==> config.mk <==
export PLATFORM = sky130hd
export DESIGN_NAME = pause_frame_inserter
export DESIGN_NICKNAME = d
export VERILOG_FILES = /design/src/rtl/pfi_pkg.sv /design/src/rtl/pfi_regs.sv /design/src/rtl/pfi_frame_gen.sv /design/src/rtl/pfi_arbiter.sv /design/src/rtl/pause_frame_inserter.sv
export SDC_FILE = /design/constraint.sdc
export NUM_CORES = 1
export LEC_CHECK = 0
export BUFFER_PORTS_ARGS = -buffer_cell sky130_fd_sc_hd__buf_4
export CORE_UTILIZATION = 60
export CTS_BUF_LIST = sky130_fd_sc_hd__clkbuf_4 sky130_fd_sc_hd__clkbuf_8
export DETAILED_ROUTE_END_ITERATION = 7
export HOLD_SLACK_MARGIN = 0.06
export PLACE_DENSITY = 0.84
export SYNTH_ARGS = -nofsm -noshare
export SYNTH_HDL_FRONTEND = slang
export SYNTH_SLANG_ARGS = --single-unit
==> constraint.sdc <==
create_clock -name clk_i -period 3.8 [get_ports clk_i]
set_clock_uncertainty 0.15 [all_clocks]
set_input_delay 0.57 -clock clk_i [delete_from_list [all_inputs] [get_ports clk_i]]
set_output_delay 0.57 -clock clk_i [all_outputs]
set_load 0.05 [all_outputs]
==> src/rtl/pfi_pkg.sv <==
package pfi_pkg;
  localparam int REG_DW   = 32;
  localparam int OFS_CFG  = 0;
  localparam int OFS_DLO  = 1;
  localparam int OFS_DHI  = 2;
  localparam int OFS_TRIG = 3;
  localparam int HDR_BYTES = 18;

  localparam logic [47:0] MCAST_DST = 48'h0180_C200_0001;
  localparam logic [15:0] ETYPE_FC  = 16'h8808;
  localparam logic [15:0] OPC_PAUSE = 16'h0001;

  typedef struct packed {
    logic        mcast;
    logic [15:0] quanta;
    logic [47:0] ucast_dst;
  } pause_cfg_t;
endpackage

==> src/rtl/pfi_regs.sv <==
module pfi_regs
  import pfi_pkg::*;
#(
  parameter int ADDR_W = 2
) (
  input  logic              clk_i,
  input  logic              rst_ni,
  input  logic              we_i,
  input  logic [ADDR_W-1:0] addr_i,
  input  logic [REG_DW-1:0] wdata_i,
  output logic [REG_DW-1:0] rdata_o,
  output pause_cfg_t        cfg_o,
  output logic              trig_o
);
  localparam logic [ADDR_W-1:0] A_CFG  = ADDR_W'(OFS_CFG);
  localparam logic [ADDR_W-1:0] A_DLO  = ADDR_W'(OFS_DLO);
  localparam logic [ADDR_W-1:0] A_DHI  = ADDR_W'(OFS_DHI);
  localparam logic [ADDR_W-1:0] A_TRIG = ADDR_W'(OFS_TRIG);

  logic        mcast_q;
  logic [15:0] quanta_q;
  logic [31:0] dlo_q;
  logic [15:0] dhi_q;

  always_ff @(posedge clk_i or negedge rst_ni) begin
    if (!rst_ni) begin
      mcast_q  <= 1'b0;
      quanta_q <= '0;
      dlo_q    <= '0;
      dhi_q    <= '0;
    end else if (we_i) begin
      if (addr_i == A_CFG) begin
        mcast_q  <= wdata_i[16];
        quanta_q <= wdata_i[15:0];
      end
      if (addr_i == A_DLO) dlo_q <= wdata_i;
      if (addr_i == A_DHI) dhi_q <= wdata_i[15:0];
    end
  end

  assign trig_o = we_i && (addr_i == A_TRIG);

  always_comb begin
    rdata_o = '0;
    if (addr_i == A_CFG)      rdata_o = {15'd0, mcast_q, quanta_q};
    else if (addr_i == A_DLO) rdata_o = dlo_q;
    else if (addr_i == A_DHI) rdata_o = {16'd0, dhi_q};
  end

  assign cfg_o.mcast     = mcast_q;
  assign cfg_o.quanta    = quanta_q;
  assign cfg_o.ucast_dst = {dhi_q, dlo_q};

  // a write to address 0 shows up on the next read of that word
  assert_cfg_write_R2: assert property (@(posedge clk_i) disable iff (!rst_ni)
    we_i && addr_i == A_CFG |=> cfg_o.quanta == $past(wdata_i[15:0]));
endmodule

==> src/rtl/pfi_frame_gen.sv <==
module pfi_frame_gen
  import pfi_pkg::*;
#(
  parameter int FRAME_LEN = 60
) (
  input  logic        clk_i,
  input  logic        rst_ni,
  input  logic        start_i,
  input  pause_cfg_t  cfg_i,
  input  logic [47:0] src_addr_i,
  output logic        active_o,
  output logic [7:0]  data_o,
  output logic        sop_o,
  output logic        eop_o
);
  localparam int CNT_W = $clog2(FRAME_LEN);
  localparam int HW    = $clog2(HDR_BYTES);
  localparam logic [CNT_W-1:0] LAST_IDX = CNT_W'(FRAME_LEN - 1);
  localparam logic [CNT_W-1:0] HDR_END  = CNT_W'(HDR_BYTES);

  logic [8*HDR_BYTES-1:0] hdr_q;
  logic [CNT_W-1:0]       idx_q;
  logic                   active_q;
  logic [7:0]             hdr_b [HDR_BYTES];

  always_ff @(posedge clk_i or negedge rst_ni) begin
    if (!rst_ni) begin
      active_q <= 1'b0;
      idx_q    <= '0;
      hdr_q    <= '0;
    end else if (start_i) begin
      active_q <= 1'b1;
      idx_q    <= '0;
      hdr_q    <= {cfg_i.mcast ? MCAST_DST : cfg_i.ucast_dst,
                   src_addr_i, ETYPE_FC, OPC_PAUSE, cfg_i.quanta};
    end else if (active_q) begin
      if (idx_q == LAST_IDX) begin
        active_q <= 1'b0;
        idx_q    <= '0;
      end else begin
        idx_q <= idx_q + 1'b1;
      end
    end
  end

  always_comb begin
    for (int i = 0; i < HDR_BYTES; i++) hdr_b[i] = hdr_q[8*(HDR_BYTES-1-i) +: 8];
  end

  assign active_o = active_q;
  assign data_o   = (active_q && idx_q < HDR_END) ? hdr_b[idx_q[HW-1:0]] : 8'h00;
  assign sop_o    = active_q && idx_q == '0;
  assign eop_o    = active_q && idx_q == LAST_IDX;

  // a frame ends only after the last byte index
  assert_frame_len_R3: assert property (@(posedge clk_i) disable iff (!rst_ni)
    $fell(active_q) |-> $past(idx_q) == LAST_IDX);
  // captured header does not move mid-frame
  assert_snapshot_stable_R10: assert property (@(posedge clk_i) disable iff (!rst_ni)
    active_q && $past(active_q) |-> $stable(hdr_q));
  // no restart while a frame is in flight
  assert_no_restart_R9: assert property (@(posedge clk_i) disable iff (!rst_ni)
    start_i |-> !active_q);
endmodule

==> src/rtl/pfi_arbiter.sv <==
module pfi_arbiter (
  input  logic clk_i,
  input  logic rst_ni,
  input  logic trig_i,
  input  logic cli_valid_i,
  input  logic cli_sop_i,
  input  logic cli_eop_i,
  input  logic gen_active_i,
  output logic start_o,
  output logic cli_ready_o
);
  logic pending_q, busy_q, cli_fire;

  assign start_o     = pending_q && !gen_active_i && !busy_q;
  // hold off a new client frame once a request is waiting at a boundary
  assign cli_ready_o = !gen_active_i && !(pending_q && !busy_q);
  assign cli_fire    = cli_valid_i && cli_ready_o;

  always_ff @(posedge clk_i or negedge rst_ni) begin
    if (!rst_ni) begin
      pending_q <= 1'b0;
      busy_q    <= 1'b0;
    end else begin
      pending_q <= (pending_q && !start_o) || trig_i;
      if (cli_fire) begin
        if (cli_eop_i)      busy_q <= 1'b0;
        else if (cli_sop_i) busy_q <= 1'b1;
      end
    end
  end

  // client stalled during pause emission
  assert_client_stall_R8: assert property (@(posedge clk_i) disable iff (!rst_ni)
    gen_active_i |-> !cli_ready_o);
  // a waiting request is never dropped before it starts
  assert_pending_kept_R9: assert property (@(posedge clk_i) disable iff (!rst_ni)
    pending_q && !start_o |=> pending_q);
endmodule

==> src/rtl/pause_frame_inserter.sv <==
module pause_frame_inserter
  import pfi_pkg::*;
#(
  parameter int FRAME_LEN = 60,
  parameter int ADDR_W    = 2
) (
  input  logic              clk_i,
  input  logic              rst_ni,
  input  logic              reg_we_i,
  input  logic [ADDR_W-1:0] reg_addr_i,
  input  logic [31:0]       reg_wdata_i,
  output logic [31:0]       reg_rdata_o,
  input  logic [47:0]       src_addr_i,
  input  logic              cli_valid_i,
  input  logic [7:0]        cli_data_i,
  input  logic              cli_sop_i,
  input  logic              cli_eop_i,
  output logic              cli_ready_o,
  output logic              tx_valid_o,
  output logic [7:0]        tx_data_o,
  output logic              tx_sop_o,
  output logic              tx_eop_o
);
  pause_cfg_t cfg;
  logic       trig, start, gen_active, gen_sop, gen_eop;
  logic [7:0] gen_data;

  pfi_regs #(.ADDR_W(ADDR_W)) u_regs (
    .clk_i, .rst_ni, .we_i(reg_we_i), .addr_i(reg_addr_i), .wdata_i(reg_wdata_i),
    .rdata_o(reg_rdata_o), .cfg_o(cfg), .trig_o(trig)
  );

  pfi_arbiter u_arb (
    .clk_i, .rst_ni, .trig_i(trig), .cli_valid_i, .cli_sop_i, .cli_eop_i,
    .gen_active_i(gen_active), .start_o(start), .cli_ready_o
  );

  pfi_frame_gen #(.FRAME_LEN(FRAME_LEN)) u_gen (
    .clk_i, .rst_ni, .start_i(start), .cfg_i(cfg), .src_addr_i,
    .active_o(gen_active), .data_o(gen_data), .sop_o(gen_sop), .eop_o(gen_eop)
  );

  always_comb begin
    if (gen_active) begin
      tx_valid_o = 1'b1;
      tx_data_o  = gen_data;
      tx_sop_o   = gen_sop;
      tx_eop_o   = gen_eop;
    end else begin
      tx_valid_o = cli_valid_i && cli_ready_o;
      tx_data_o  = cli_data_i;
      tx_sop_o   = tx_valid_o && cli_sop_i;
      tx_eop_o   = tx_valid_o && cli_eop_i;
    end
  end

  // output-side frame tracker for the interleave check
  logic out_open_q;
  always_ff @(posedge clk_i or negedge rst_ni) begin
    if (!rst_ni) out_open_q <= 1'b0;
    else if (tx_valid_o && tx_eop_o) out_open_q <= 1'b0;
    else if (tx_valid_o && tx_sop_o) out_open_q <= 1'b1;
  end

  // no frame starts inside another on the output
  assert_no_interleave_R7: assert property (@(posedge clk_i) disable iff (!rst_ni)
    tx_valid_o && tx_sop_o |-> !out_open_q);
  // markers only with valid
  assert_marker_valid_R6: assert property (@(posedge clk_i) disable iff (!rst_ni)
    !tx_valid_o |-> !tx_sop_o && !tx_eop_o);
endmodule

==> impl_results.md <==
* Layout Nets at between 1000 and 1500
* Final WL at 21350 um
* Clock network power share at 0.181
* Synth Area per Inst at between 10 and 15 um^2
* Cell Area, Placed at between 0.009 and 0.01 mm^2
* Boundary Pins at between 100 and 150
* Antenna viol nets, final at 0
* Die Ht at ~120 um
* F_max at 293.1 MHz
* Crit path required time at 3.08 ns
* Worst setup EP type: primary output
* Dpl cells at between 1000 and 1500
* Fin crit share at 0.8977
* DR pass1 iterations at 8
* Total CTS buffers at 17
* Worst Max-Slew Pin Slew at 1.057 ns
* Pwr dens at approximately 730 mW/mm^2
* Most common cell after layout, fill and taps aside: nand2_1
* Post-synthesis cell type count at 38
* Leak at between 5 and 6 nW
* CTS clock-pin slew for the worst setup and hold paths at approximately 0.090 ns
* First-pass GRT wire length at 34000 um
* Max Cap Viol at 0
* H-tree depth at 4
* Sequential area share after synthesis at 0.5333
* Critical path class: flip-flop to primary output
* Arr. time, crit path at about 2.7 ns
* Vias in the first global route at 6429
* Die W at 122.9 um
* Flop pwr share at 0.440
* Commonest non-fill, non-tap cells in the layout: nand2_1, dfrtp_1, buf_4, mux2_2, nand3b_1
* Final hold violations at 0
* Wirelength per Cell at 18.52 um
* Yosys warns at 0
* Setup TNS at 0 ns
* Gpl congestion at 0.9388
* Detailed Place HPWL at 15010 um
* GRT Util Overall at 0.3057
* Max-Slew Margin vs Limit at 0.2945
* Initial Util at 0.6225
* DRC violations left at 0
* Power Internal at about 4.6 mW
* Comb power frac at 0.379
* Net Count, Synth at between 900 and 1000
* Fillers at 1025
* CTS tree: built
* Count of final max-slew check failures at 0
* FF+latch count, synth at 187
* HP Class: input port to flip-flop
* Min Tclk post-route at approximately 3.4 ns
* Mapped Area at 0.008775 mm^2
* Post-Synthesis Cells at about 840
* Worst vdd ir at about 0.58 mV
* Fin area at around 0.010 mm^2
* Initial antenna violation count at 0
* IO buf count at 139
* Startpoint Class: flip-flop
* # diodes at 0
* Clock Root Buffer: clkbuf_8
* Vias per cell at 5.759
* Unrepaired setup endpoints after global routing: no
* Syn-to-layout area delta at 18.24%
* Crit Path Max Fanout at 18
* Switching Fraction at 0.3904
* Worst-case clock buffer depth at 2
* Fin util at 0.7360
* Iter 0 DRT Violations at around 640
* Total die area at between 0.015 and 0.02 mm^2
* Run status: complete, no violations
* NetSw at 2.976 mW
* Std-Cell Rows at between 40 and 50
* Post-CTS Resized at 0
* Core area at 0.01410 mm^2
* Finished Layout Cells at about 1200
* Clock insertion delay at the later pin of the skew report at between 0.4 and 0.5 ns
* Share of cells above drive strength 1 at 0.2795
* Largest net degree at the start of global routing at 80
* Total clock sinks at roughly 190
* Aggregate global routing overflow at 0
* Via count at between 6000 and 7000
* Worst hold slack at approximately 0.13 ns
* Setup violators final at 0
## final timing paths
path                            cells past startpoint                          from                           end  slack [ns]
worst max register to register                      5      u_gen.active_o$_DFF_PN0_  u_gen.hdr_b[142]$_DFFE_PN0N_        1.39
min in group asynchronous                           2                        rst_ni   u_gen.hdr_b[49]$_DFFE_PN0N_        0.51
max in group asynchronous                           3                        rst_ni  u_gen.hdr_b[110]$_DFFE_PN0N_        1.95
worst min register to register                      2  u_gen.hdr_b[139]$_DFFE_PN0N_  u_gen.hdr_b[139]$_DFFE_PN0N_        0.32
worst min-delay path                                3                 src_addr_i[8]   u_gen.hdr_b[56]$_DFFE_PN0N_        0.13
worst max-delay path                                6    u_gen.idx_q[0]$_DFFE_PN0P_                  tx_data_o[0]        0.39
## critical path, cell delays in order (launching register included)
cell and delay (ns):
dfrtp_1 0.53, buf_4 0.36, mux4_1 0.65, mux2_2 0.30
o211ai_2 0.13, nand2_1 0.06, buf_4 0.19
## area by class of cell
type | instances | area, um^2 | share of cell area
repair buffers | 155 | 1182 | 0.1140
multi-input cells | 593 | 3846 | 0.3707
clock buffers | 22 | 290.3 | 0.02798
clock inverters | 10 | 128.9 | 0.01242
flip-flops and latches | 187 | 4679 | 0.4510
inverters | 6 | 22.52 | 0.002171
well taps | 180 | 225.2 | 0.02171
## stage by stage
stage | total power, mW | worst slack (ns)
floorplan | 5.287 | 0.8359
global placement | 6.132 | 0.9602
detailed placement | 6.239 | 0.9101
CTS | 7.621 | 0.3795
global route | 8.061 | 0.2178
finish | 7.623 | 0.3887
## Yosys cell counts (all sizes together)
cell,instances,share of area
nand2b,2,0.0014
nor2b,2,0.0014
o211a,1,0.0011
a221o,1,0.0011
and2,15,0.011
nand3b,43,0.037
nand2,317,0.14
a221oi,6,0.0060
clkbuf,25,0.011
nor3b,2,0.0029
a32o,2,0.0023
clkinv,1,0.00043
nand4,2,0.0014
o211ai,1,0.0014
ha,2,0.0029
mux2,67,0.086
dfrtp,187,0.53
o2bb2ai,1,0.0010
buf,30,0.018
o31ai,2,0.0017
mux4,22,0.061
a21boi,1,0.00086
or2,1,0.00071
mux2i,34,0.039
a21oi,4,0.0027
nor2,11,0.0047
o21ai,38,0.022
a22o,3,0.0030
xor2,1,0.0010
and3,1,0.00071
nand3,11,0.0063
inv,5,0.0021
## state kept, by name (all words and copies together) (netlist names)
register         cells
u_gen.active_o       1
u_gen.idx_q          6
u_regs.dlo_q        32
u_regs.mcast_q       1
u_arb.busy_q         1
u_regs.dhi_q        16
u_regs.quanta_q     16
u_gen.hdr_b        113
u_arb.pending_q      1
## routing by layer
layer | vias up | global-route usage | wire length [um]
met5 | - | 0 | 0
met4 | 0 | 0.08613 | 342
met3 | 24 | 0.08395 | 1770
met2 | 299 | 0.4673 | 9893
met1 | 3240 | 0.4322 | 9343
li1 | 3077 | - | -
## power groups by stage
stage | logic, mW | registers (mW) | clock network [mW]
2_1_floorplan | 2.21 | 3.07 | 0
3_3_place_gp | 2.79 | 3.34 | 0
3_5_place_dp | 2.88 | 3.36 | 0
4_1_cts | 2.89 | 3.33 | 1.40
5_1_grt | 3.15 | 3.44 | 1.48
6_report | 2.89 | 3.35 | 1.38
## logic make-up (layout without fill, tap and decap cells)
logic type / count (synthesis) / count (layout) / synth area share
AO/OA/AOI/OAI: 60 / 60 / 0.04292
multiplexers: 123 / 123 / 0.1859
adder cells (fa/ha/maj): 2 / 2 / 0.002851
AND/OR/NAND/NOR: 407 / 407 / 0.2026
buffers and inverters: 61 / 193 / 0.03137
XOR/XNOR: 1 / 1 / 0.0009983
flip-flops: 187 / 187 / 0.5333
## what timing repair did
item                                   in CTS  in global routing
buffers inserted                            0                  0
endpoints found under the hold margin      75                  0
hold buffers                                1                  0
Power figures use the tool's default switching activity.
